--- src/rtl/grom_pkg.sv ---
package grom_pkg;
  typedef enum logic [1:0] {ST_IDLE, ST_BUSY, ST_DONE} st_e;
  typedef enum logic [1:0] {OP_DRD, OP_DWR, OP_ARD, OP_AWR} op_e;

  function automatic op_e op_decode(input logic amode, input logic rd);
    case ({amode, rd})
      2'b01:   return OP_DRD;
      2'b00:   return OP_DWR;
      2'b11:   return OP_ARD;
      default: return OP_AWR;
    endcase
  endfunction
endpackage

--- src/rtl/grom_rom.sv ---
module grom_rom #(
  parameter int          DEPTH = 64,
  parameter int          MULT  = 37,
  parameter logic [7:0]  SEED  = 8'h5A,
  localparam int         IDX_W = $clog2(DEPTH)
) (
  input  logic [IDX_W-1:0] idx,
  output logic [7:0]       q
);
  logic [7:0] tbl [DEPTH];

  for (genvar g = 0; g < DEPTH; g++) begin : g_cell
    assign tbl[g] = 8'((g * MULT + int'(SEED)) % 256);
  end

  assign q = tbl[idx];
endmodule

--- src/rtl/grom_seq.sv ---
module grom_seq
  import grom_pkg::*;
#(
  parameter int LAT_OP = 14,
  parameter int LAT_PF = 30,
  localparam int CW = $clog2(LAT_PF + 1)
) (
  input  logic clk,
  input  logic rst_n,
  input  logic sel,
  input  op_e  op_in,
  input  logic long_op,
  output st_e  st,
  output op_e  op,
  output logic fin
);
  st_e           st_q, st_n;
  op_e           op_q, op_n;
  logic [CW-1:0] cnt_q, cnt_n;

  always_comb begin
    st_n  = st_q;
    op_n  = op_q;
    cnt_n = cnt_q;
    case (st_q)
      ST_IDLE: if (sel) begin
        st_n  = ST_BUSY;
        op_n  = op_in;
        cnt_n = long_op ? CW'(LAT_PF - 1) : CW'(LAT_OP - 1);
      end
      ST_BUSY: begin
        if (cnt_q == '0) st_n = ST_DONE;
        else             cnt_n = cnt_q - 1'b1;
      end
      ST_DONE: if (!sel) st_n = ST_IDLE;
      default: st_n = ST_IDLE;
    endcase
  end

  always_ff @(posedge clk or negedge rst_n) begin
    if (!rst_n) begin
      st_q  <= ST_IDLE;
      op_q  <= OP_DRD;
      cnt_q <= '0;
    end else begin
      st_q  <= st_n;
      op_q  <= op_n;
      cnt_q <= cnt_n;
    end
  end

  assign st  = st_q;
  assign op  = op_q;
  assign fin = (st_q == ST_BUSY) && (cnt_q == '0);
endmodule

--- src/rtl/grom_addr.sv ---
module grom_addr
  import grom_pkg::*;
#(
  parameter int         DEPTH     = 64,
  parameter int         PAGE_W    = 3,
  parameter logic [PAGE_W-1:0] BASE_PAGE = 3'd3,
  localparam int        IDX_W     = $clog2(DEPTH)
) (
  input  logic        clk,
  input  logic        rst_n,
  input  logic        fin,
  input  op_e         op,
  input  logic [7:0]  wr_data,
  output logic [15:0] addr,
  output logic        ptr_lo,
  output logic [7:0]  out_byte,
  output logic        out_own
);
  logic [15:0] addr_q, addr_n, addr_inc;
  logic        ptr_q, ptr_n;
  logic [7:0]  dbuf_q, dbuf_n;
  logic        pfv_q, pfv_n;
  logic [7:0]  out_q, out_n;
  logic        own_q, own_n;
  logic [7:0]  cur_byte, nxt_byte;
  logic [IDX_W-1:0] nxt_idx;
  logic        own_cur;

  assign addr_inc = addr_q + 16'd1;
  assign nxt_idx  = (op == OP_AWR) ? wr_data[IDX_W-1:0] : addr_inc[IDX_W-1:0];
  assign own_cur  = (addr_q[15 -: PAGE_W] == BASE_PAGE);

  grom_rom #(.DEPTH(DEPTH)) u_rom_cur (.idx(addr_q[IDX_W-1:0]), .q(cur_byte));
  grom_rom #(.DEPTH(DEPTH)) u_rom_nxt (.idx(nxt_idx),           .q(nxt_byte));

  always_comb begin
    addr_n = addr_q;
    ptr_n  = ptr_q;
    dbuf_n = dbuf_q;
    pfv_n  = pfv_q;
    out_n  = out_q;
    own_n  = own_q;
    if (fin) begin
      case (op)
        OP_DRD: begin
          out_n  = pfv_q ? dbuf_q : cur_byte;
          own_n  = own_cur;
          addr_n = addr_inc;
          dbuf_n = nxt_byte;
          pfv_n  = 1'b1;
          ptr_n  = 1'b0;
        end
        OP_DWR: begin
          addr_n = addr_inc;
          dbuf_n = nxt_byte;
          pfv_n  = 1'b1;
          ptr_n  = 1'b0;
        end
        OP_ARD: begin
          out_n = ptr_q ? addr_q[7:0] : addr_q[15:8];
          ptr_n = ~ptr_q;
        end
        default: begin
          if (!ptr_q) begin
            addr_n[15:8] = wr_data;
            pfv_n        = 1'b0;
            ptr_n        = 1'b1;
          end else begin
            addr_n[7:0] = wr_data;
            dbuf_n      = nxt_byte;
            pfv_n       = 1'b1;
            ptr_n       = 1'b0;
          end
        end
      endcase
    end
  end

  always_ff @(posedge clk or negedge rst_n) begin
    if (!rst_n) begin
      addr_q <= '0;
      ptr_q  <= 1'b0;
      dbuf_q <= '0;
      pfv_q  <= 1'b0;
      out_q  <= '0;
      own_q  <= 1'b0;
    end else if (fin) begin
      addr_q <= addr_n;
      ptr_q  <= ptr_n;
      dbuf_q <= dbuf_n;
      pfv_q  <= pfv_n;
      out_q  <= out_n;
      own_q  <= own_n;
    end
  end

  assign addr     = addr_q;
  assign ptr_lo   = ptr_q;
  assign out_byte = out_q;
  assign out_own  = own_q;
endmodule

--- src/rtl/grom_slave.sv ---
module grom_slave
  import grom_pkg::*;
#(
  parameter int                LAT_OP    = 14,
  parameter int                LAT_PF    = 30,
  parameter int                DEPTH     = 64,
  parameter int                PAGE_W    = 3,
  parameter logic [PAGE_W-1:0] BASE_PAGE = 3'd3
) (
  input  logic       clk,
  input  logic       rst_n,
  input  logic       cs_n,
  input  logic       amode,
  input  logic       rd,
  input  logic [7:0] wr_data,
  output logic [7:0] rd_data,
  output logic       rd_oe,
  output logic       rdy
);
  logic        sel;
  op_e         op_in, op_q;
  st_e         st_q;
  logic        fin, ptr_lo, long_op, own_q;
  logic [15:0] cur_addr;
  logic [7:0]  out_byte;

  assign sel     = ~cs_n;
  assign op_in   = op_decode(amode, rd);
  assign long_op = (op_in == OP_AWR) && ptr_lo;

  grom_seq #(.LAT_OP(LAT_OP), .LAT_PF(LAT_PF)) u_seq (
    .clk(clk), .rst_n(rst_n), .sel(sel), .op_in(op_in),
    .long_op(long_op), .st(st_q), .op(op_q), .fin(fin)
  );

  grom_addr #(.DEPTH(DEPTH), .PAGE_W(PAGE_W), .BASE_PAGE(BASE_PAGE)) u_addr (
    .clk(clk), .rst_n(rst_n), .fin(fin), .op(op_q), .wr_data(wr_data),
    .addr(cur_addr), .ptr_lo(ptr_lo), .out_byte(out_byte), .out_own(own_q)
  );

  assign rdy     = (st_q == ST_DONE) && sel;
  assign rd_oe   = rdy && ((op_q == OP_ARD) || ((op_q == OP_DRD) && own_q));
  assign rd_data = out_byte;
endmodule

--- config.mk ---
export PLATFORM = sky130hd
export DESIGN_NAME = grom_slave
export DESIGN_NICKNAME = d
export VERILOG_FILES = /design/src/rtl/grom_pkg.sv /design/src/rtl/grom_rom.sv /design/src/rtl/grom_seq.sv /design/src/rtl/grom_addr.sv /design/src/rtl/grom_slave.sv
export SDC_FILE = /design/constraint.sdc
export NUM_CORES = 1
export LEC_CHECK = 0
export BUFFER_PORTS_ARGS = -buffer_cell sky130_fd_sc_hd__buf_2
export CAP_MARGIN = 10
export CELL_PAD_IN_SITES_DETAIL_PLACEMENT = 1
export CELL_PAD_IN_SITES_GLOBAL_PLACEMENT = 1
export CORE_MARGIN = 4
export CORE_UTILIZATION = 50
export CTS_CLUSTER_SIZE = 10
export DETAILED_ROUTE_END_ITERATION = 16
export PLACE_DENSITY = 0.95
export SLEW_MARGIN = 10
export SYNTH_ARGS = -nofsm -noshare
export SYNTH_HDL_FRONTEND = slang
export SYNTH_SLANG_ARGS = --single-unit
export TNS_END_PERCENT = 1
--- constraint.sdc ---
create_clock -name clk -period 7.2 [get_ports clk]
set_clock_uncertainty 0.1 [all_clocks]
set_input_delay 1.44 -clock clk [delete_from_list [all_inputs] [get_ports clk]]
set_output_delay 1.44 -clock clk [all_outputs]
set_load 0.02 [all_outputs]
==> results of run 1 <==
## through the flow
stage | worst slack (ns) | std cells | cell area, um2 | utilization | hold WS [ns]
6_report | 3.518 | 562 | 3829 | 0.5514 | 0.3922
5_1_grt | 3.385 | 562 | 3829 | 0.5514 | 0.4117
4_1_cts | 3.497 | 562 | 3829 | 0.5514 | 0.3907
3_5_place_dp | 3.535 | 554 | 3714 | 0.5348 | 0.3699
3_3_place_gp | 3.613 | 554 | 3714 | 0.5348 | 0.3575
2_1_floorplan | 3.571 | 470 | 3642 | - | 0.3488
## layer usage
layer / GRT usage / vias up / routed length [um]
met4: 0.09158 / 0 / 297
li1: - / 1695 / -
met3: 0.03781 / 35 / 647
met2: 0.4497 / 142 / 5466
met5: 0 / - / 0
met1: 0.3530 / 1871 / 4853
## critical path, cell delays in order
cell	delay, ns
buf_2	0.10
nor2_1	0.10
nand2_1	0.10
nor3_1	0.19
buf_2	0.20
## sequential cells by signal (all words and copies together) (netlist names)
| name | cells |
|---|---|
| u_addr.dbuf_q | 8 |
| u_addr.addr | 16 |
| u_addr.out_own | 1 |
| u_addr.out_byte | 8 |
| u_seq.op | 2 |
| u_seq.st | 2 |
| u_seq.cnt_q | 5 |
| u_addr.ptr_lo | 1 |
| u_addr.pfv_q | 1 |
## power groups by stage
stage | sequential (mW) | combinational [mW] | clock, mW
after floorplan | 0.389 | 0.992 | 0
after global placement | 0.440 | 1.13 | 0
after detailed placement | 0.447 | 1.19 | 0
after CTS | 0.444 | 1.21 | 0.205
after global routing | 0.461 | 1.36 | 0.213
final | 0.448 | 1.23 | 0.204
## kinds of logic after synthesis
kind of cell,count (synthesis)
AO/OA/AOI/OAI,159
XOR/XNOR,14
adder cells (fa/ha/maj),15
buffers and inverters,50
flip-flops,44
multiplexers,13
AND/OR/NAND/NOR,175
## worst paths after layout
check | endpoint | from | slack, ns
worst max-delay path | rd_oe | cs_n | 3.52
worst min-delay path | u_addr.out_byte[3]$_DFFE_PN0P_ | u_addr.out_byte[3]$_DFFE_PN0P_ | 0.39
worst max register to register | u_addr.dbuf_q[7]$_DFFE_PN0P_ | u_addr.addr[2]$_DFFE_PN0P_ | 3.65
worst min register to register | u_addr.out_byte[3]$_DFFE_PN0P_ | u_addr.out_byte[3]$_DFFE_PN0P_ | 0.39
max in group asynchronous | u_addr.dbuf_q[3]$_DFFE_PN0P_ | rst_n | 5.17
min in group asynchronous | u_addr.out_byte[7]$_DFFE_PN0P_ | rst_n | 1.19
## layout make-up
| cell class | count | area, um2 | share of cell area |
|---|---|---|---|
| Clock buffer | 5 | 68.82 | 0.01797 |
| Clock inverter | 3 | 46.29 | 0.01209 |
| Inverter | 13 | 48.80 | 0.01275 |
| Multi-Input combinational cell | 376 | 2311 | 0.6036 |
| Sequential cell | 44 | 1101 | 0.2876 |
| Tap cell | 96 | 120.1 | 0.03137 |
| Timing Repair Buffer | 25 | 132.6 | 0.03464 |
## cell usage in the layout, fill, tap and decap left out, types with 5 or more instances in the layout
cell type   n
or3_1       8
buf_2      22
o21ai_0    40
a311oi_1    5
o22ai_1    10
xnor2_1    12
a21oi_1    42
mux2i_1    10
clkbuf_8    5
nor3_1     16
o211ai_1    6
and3_1      5
nand2b_1    6
a22oi_1     5
dfrtp_1    44
inv_1      12
nor2_1     43
ha_1       15
nor2b_1     5
a211oi_1   17
o31ai_1     5
a31oi_1     6
nand3_1    20
nand2_1    52
==> results.md, run 1 <==
* Die X-Extent at 93.35 um
* Number of H-tree branching levels at 2
* DRT Pass-1 Iters at 5
* Initial Util at 0.5245
* FMAX at 271.6 MHz
* Hold depth at 2
* IO buf count at 22
* CTS resizes at 0
* CTS tree: done
* WL per Instance at 20.04 um
* RSZ-0062 raised after global routing: false
* Distinct cells, synth at 60
* Post-synth EDFFs at 0
* Vias in the first global route at 3791
* Antenna-violating nets left at 0
* Hpwl dp at 7998 um
* Area fraction of the dominant cell type after synthesis at 0.3023
* Compound-Gate Fraction of Synth Area at 0.2748
* Pleak at 1.560 nW
* Worst Path Required at 5.66 ns
* Comb pwr share at 0.653
* Setup Fix Bufs, Post-CTS at 0
* Max VDD drop at 0.2590 mV
* Die H at 93.35 um
* Max-cap violation count at 0
* Synth cell count leaders: nand2_1, dfrtp_1, nor2_1
* Synth Area in XOR/XNOR at 0.04088
* Sink Count at 44
* Mapped Area at 3642 um2
* Top FF cell, synth: dfrtp_1
* Clock-pin transition on the worst setup and hold timing paths at 0.09 ns
* Final Wtd Congestion at 0.9009
* Sum Neg Setup Slack at 0 ns
* Total core area at 6944 um2
* Sequential area share after synthesis at 0.3023
* Share of cells above drive strength 1 at 0.1073
* Seq cells post-synth at 44
* Area growth, synth to finish at 5.118%
* Mux cell area share after synthesis at 0.03676
* Seq pwr share at 0.238
* # rows at 30
* Initial antenna violation count at 0
* Top Ports at 23
* Sw frac at 0.5333
* Psw at 1.002 mW
* DRC at 0
* Clk buf depth at 2
* Cts bufs inserted at 5
* Main combinational cell family by area after synthesis: compound AO/OA/AOI/OAI gates
* Adder-Cell Fraction of Synth Area at 0.05153
* Final Hold Fails at 0
* Post-synthesis cell count at 470
* Total number of vias at 3743
* Detailed Route Iter0 Violations at 289
* Asr flop ratio synth at 1.000
* Period utilization at 0.5115
* Status: complete, no violations
* Pint at 0.8769 mW
* Arr. time, crit path at 2.14 ns
* Final setup fails at 0
* R2r worst-path depth at 7
* Final wirelength at 11260 um
* Cell Pwr Density at 490.7 nW/um2
* Maximum fanout along the worst path at 3
* Average cell area after synthesis at 7.749 um2
* Crit Path Class: input pin to output pin
* Clk_lat worst skew at 0.32 ns
* Clk pwr share at 0.109
* Via-per-instance ratio at 6.660
* Total power at 1.879 mW
* Worst hold path type: register to register
* Max_slew headroom at 0.2604
* Fillers at 878
* Hold buffer count at CTS at 0
* Largest area contributor in the netlist: dfrtp_1
* Largest net degree at the start of global routing at 45
* Root Buffer: clkbuf_8
* Final-report max-slew violation count at 0
* Nets at 493
* Syn nets at 498
* Most area-consuming cells after synthesis: dfrtp_1, a21oi_1, o21ai_0
* Number of antenna diodes at 0
* CP startpoint kind: input pin
* Post-layout min period at 3.682 ns
* Critical Path End Type: output pin
* Remaining global-route overflow at 0
* Warnings, synthesis at 0
* Die area at 8714 um2
* Global-route wire length before repair at 18670 um
* Most frequent cell after synthesis: nand2_1
* Post-synthesis simple-gate area fraction at 0.2305
* GRT Total Usage at 0.2682
* Worst Max-Slew Pin Slew at 1.104 ns
No activity file was read; power rests on OpenSTA's default activity.
==> run 2: changes to the inputs <==
--- a/config.mk
+++ b/config.mk
@@ -10,10 +10,10 @@
 export CELL_PAD_IN_SITES_DETAIL_PLACEMENT = 1
 export CELL_PAD_IN_SITES_GLOBAL_PLACEMENT = 1
 export CORE_MARGIN = 4
-export CORE_UTILIZATION = 50
+export CORE_UTILIZATION = 46
 export CTS_CLUSTER_SIZE = 10
 export DETAILED_ROUTE_END_ITERATION = 16
-export PLACE_DENSITY = 0.95
+export PLACE_DENSITY = 0.93
 export SLEW_MARGIN = 10
 export SYNTH_ARGS = -nofsm -noshare
 export SYNTH_HDL_FRONTEND = slang
==> constraint.sdc (replaced) <==
create_clock -name clk -period 3.75 [get_ports clk]
set_clock_uncertainty 0.1 [all_clocks]
set_input_delay 0.75 -clock clk [delete_from_list [all_inputs] [get_ports clk]]
set_output_delay 0.75 -clock clk [all_outputs]
set_load 0.02 [all_outputs]
==> run 2 against run 1 <==
Against the previous run: routed wire length rose by 0.71%; core utilization is 5.5 points lower; sequential share of layout area is essentially flat; critical path depth grew 5; critical endpoint is now u_addr.dbuf_q[6]$_DFFE_PN0P_; largest power group unchanged.
==> results.md, run 2 (synthesized netlist as in run 1, its figures left out) <==
* Status: complete, no violations
* HP Start: u_addr.out_byte[0]$_DFFE_PN0P_
* Global-route wire length before repair at 18550 um
* DRC at 0
* Share of cells above drive strength 1 at 0.1130
* Hold buffer count at CTS at 0
* Most frequent cells in the layout: nand2_1, dfrtp_1, nor2_1
* Sw frac at 0.5356
* Nets at 497
* Worst hold path type: register to register
* Total number of vias at 3633
* Buf/Inv on CP at 2
* Worst Path Required at 3.80 ns
* # rows at 32
* Final-report max-slew violation count at 0
* Largest net degree at the start of global routing at 45
* Crit Path Class: register to register
* Die H at 96.98 um
* Sum Neg Setup Slack at 0 ns
* Final Hold Fails at 0
* Clock-pin transition on the worst setup and hold timing paths at 0.09 ns
* CP startpoint kind: register
* CTS resizes at 0
* Worst Max-Slew Pin Slew at 1.017 ns
* DRT Pass-1 Iters at 6
* Inst Count DP at 564
* Critical Path End Type: register
* Comb pwr share at 0.684
* Final Wtd Congestion at 0.8541
* Maximum fanout along the worst path at 14
* Max-cap violation count at 0
* Antenna-violating nets left at 0
* Initial Util at 0.4713
* Critical R2R Launch: u_addr.addr[1]$_DFFE_PN0P_
* Psw at 1.902 mW
* Area growth, synth to finish at 5.222%
* Vias in the first global route at 3702
* Util after Layout at 0.4960
* IO buf count at 22
* Pleak at 1.565 nW
* Setup Fix Bufs, Post-CTS at 0
* Sink Count at 44
* Max VDD drop at 0.2796 mV
* Number of antenna diodes at 0
* FMAX at 306.3 MHz
* Cts bufs inserted at 5
* CP max-delay cell: dfrtp_1
* Critical-path cell list: inv_1, ha_1, mux2_2, inv_1, ha_1, nand2_1, o211ai_1, o211ai_1, a211oi_1, a311oi_1
* RSZ-0062 raised after global routing: false
* Clk_lat worst skew at 0.31 ns
* Layout Cells excl Fill at 571
* Number of H-tree branching levels at 2
* Clk buf depth at 2
* Hpwl dp at 8295 um
* Largest register FFs at 16
* Max_slew headroom at 0.3223
* Final wirelength at 11340 um
* Arr. time, crit path at 3.31 ns
* Via-per-instance ratio at 6.363
* Die area at 9405 um2
* Top delay family on crit path: adder cells
* Post-layout min period at 3.264 ns
* Period utilization at 0.8705
* Register area at 1101 um2
* Slowest stage delay, CP at 0.64 ns
* Critical path origin: u_addr.addr[1]$_DFFE_PN0P_
* Seq pwr share at 0.232
* Die X-Extent at 96.98 um
* WL per Instance at 19.87 um
* Detailed Route Iter0 Violations at 249
* Root Buffer: clkbuf_8
* Clk pwr share at 0.084
* Multi-input gate area at 2311 um2
* Top Ports at 23
* Initial antenna violation count at 0
* Cell Pwr Density at 926.7 nW/um2
* CTS tree: done
* Commonest non-fill, non-tap cell in the layout: nand2_1
* Fillers at 981
* GRT Total Usage at 0.2363
* Total core area at 7727 um2
* Pint at 1.649 mW
* Final setup fails at 0
* Remaining global-route overflow at 0
run 2: area by class of cell:
cell class	instances	share of cell area
Sequential cell	44	0.2873
Tap cell	102	0.03330
Clock inverter	2	0.003265
Timing Repair Buffer	29	0.04244
Inverter	13	0.01273
Clock buffer	5	0.01796
Multi-Input combinational cell	376	0.6030
run 2: worst register-to-register path, cell delays in order (launching register included):
cell and delay (ns):
dfrtp_1 0.64, inv_1 0.23, ha_1 0.51, mux2_2 0.30
inv_1 0.12, ha_1 0.44, nand2_1 0.12, o211ai_1 0.12
o211ai_1 0.12, a211oi_1 0.33, a311oi_1 0.07
run 2: metrics by stage:
step | setup WS [ns] | power (mW) | hold WS (ns) | cell area [um2]
after floorplan | 1.006 | 2.652 | 0.3488 | 3642
after global placement | 0.7964 | 3.074 | 0.3579 | 3751
after detailed placement | 0.5466 | 3.211 | 0.3649 | 3751
after CTS | 0.5172 | 3.524 | 0.3831 | 3832
after global routing | 0.3406 | 3.837 | 0.4049 | 3832
final | 0.4856 | 3.552 | 0.3778 | 3832
run 2: power by group through the flow:
stage                     clock network [mW]  registers (mW)  logic [mW]
after CTS                              0.300           0.817        2.41
after detailed placement                   0           0.827        2.38
after global placement                     0           0.808        2.27
after global routing                   0.320           0.841        2.68
after floorplan                            0           0.746        1.91
final                                  0.299           0.823        2.43
run 2: final timing paths:
| kind | endpoint | slack, ns | cells after the start |
|---|---|---|---|
| min reg2reg | u_addr.out_byte[0]$_DFFE_PN0P_ | 0.38 | 2 |
| max | u_addr.dbuf_q[6]$_DFFE_PN0P_ | 0.49 | 10 |
| min in group asynchronous | u_addr.addr[6]$_DFFE_PN0P_ | 0.52 | 1 |
| max reg2reg | u_addr.dbuf_q[6]$_DFFE_PN0P_ | 0.49 | 10 |
| min | u_addr.out_byte[0]$_DFFE_PN0P_ | 0.38 | 2 |
| max in group asynchronous | u_addr.addr[1]$_DFFE_PN0P_ | 2.41 | 1 |
run 2: routing by layer:
metal	vias to the layer above	GRT usage	routed length [um]
met5	-	0	0
met4	0	0.09287	263
met3	24	0.03533	569
met2	121	0.3992	5598
met1	1788	0.3030	4913
li1	1700	-	-
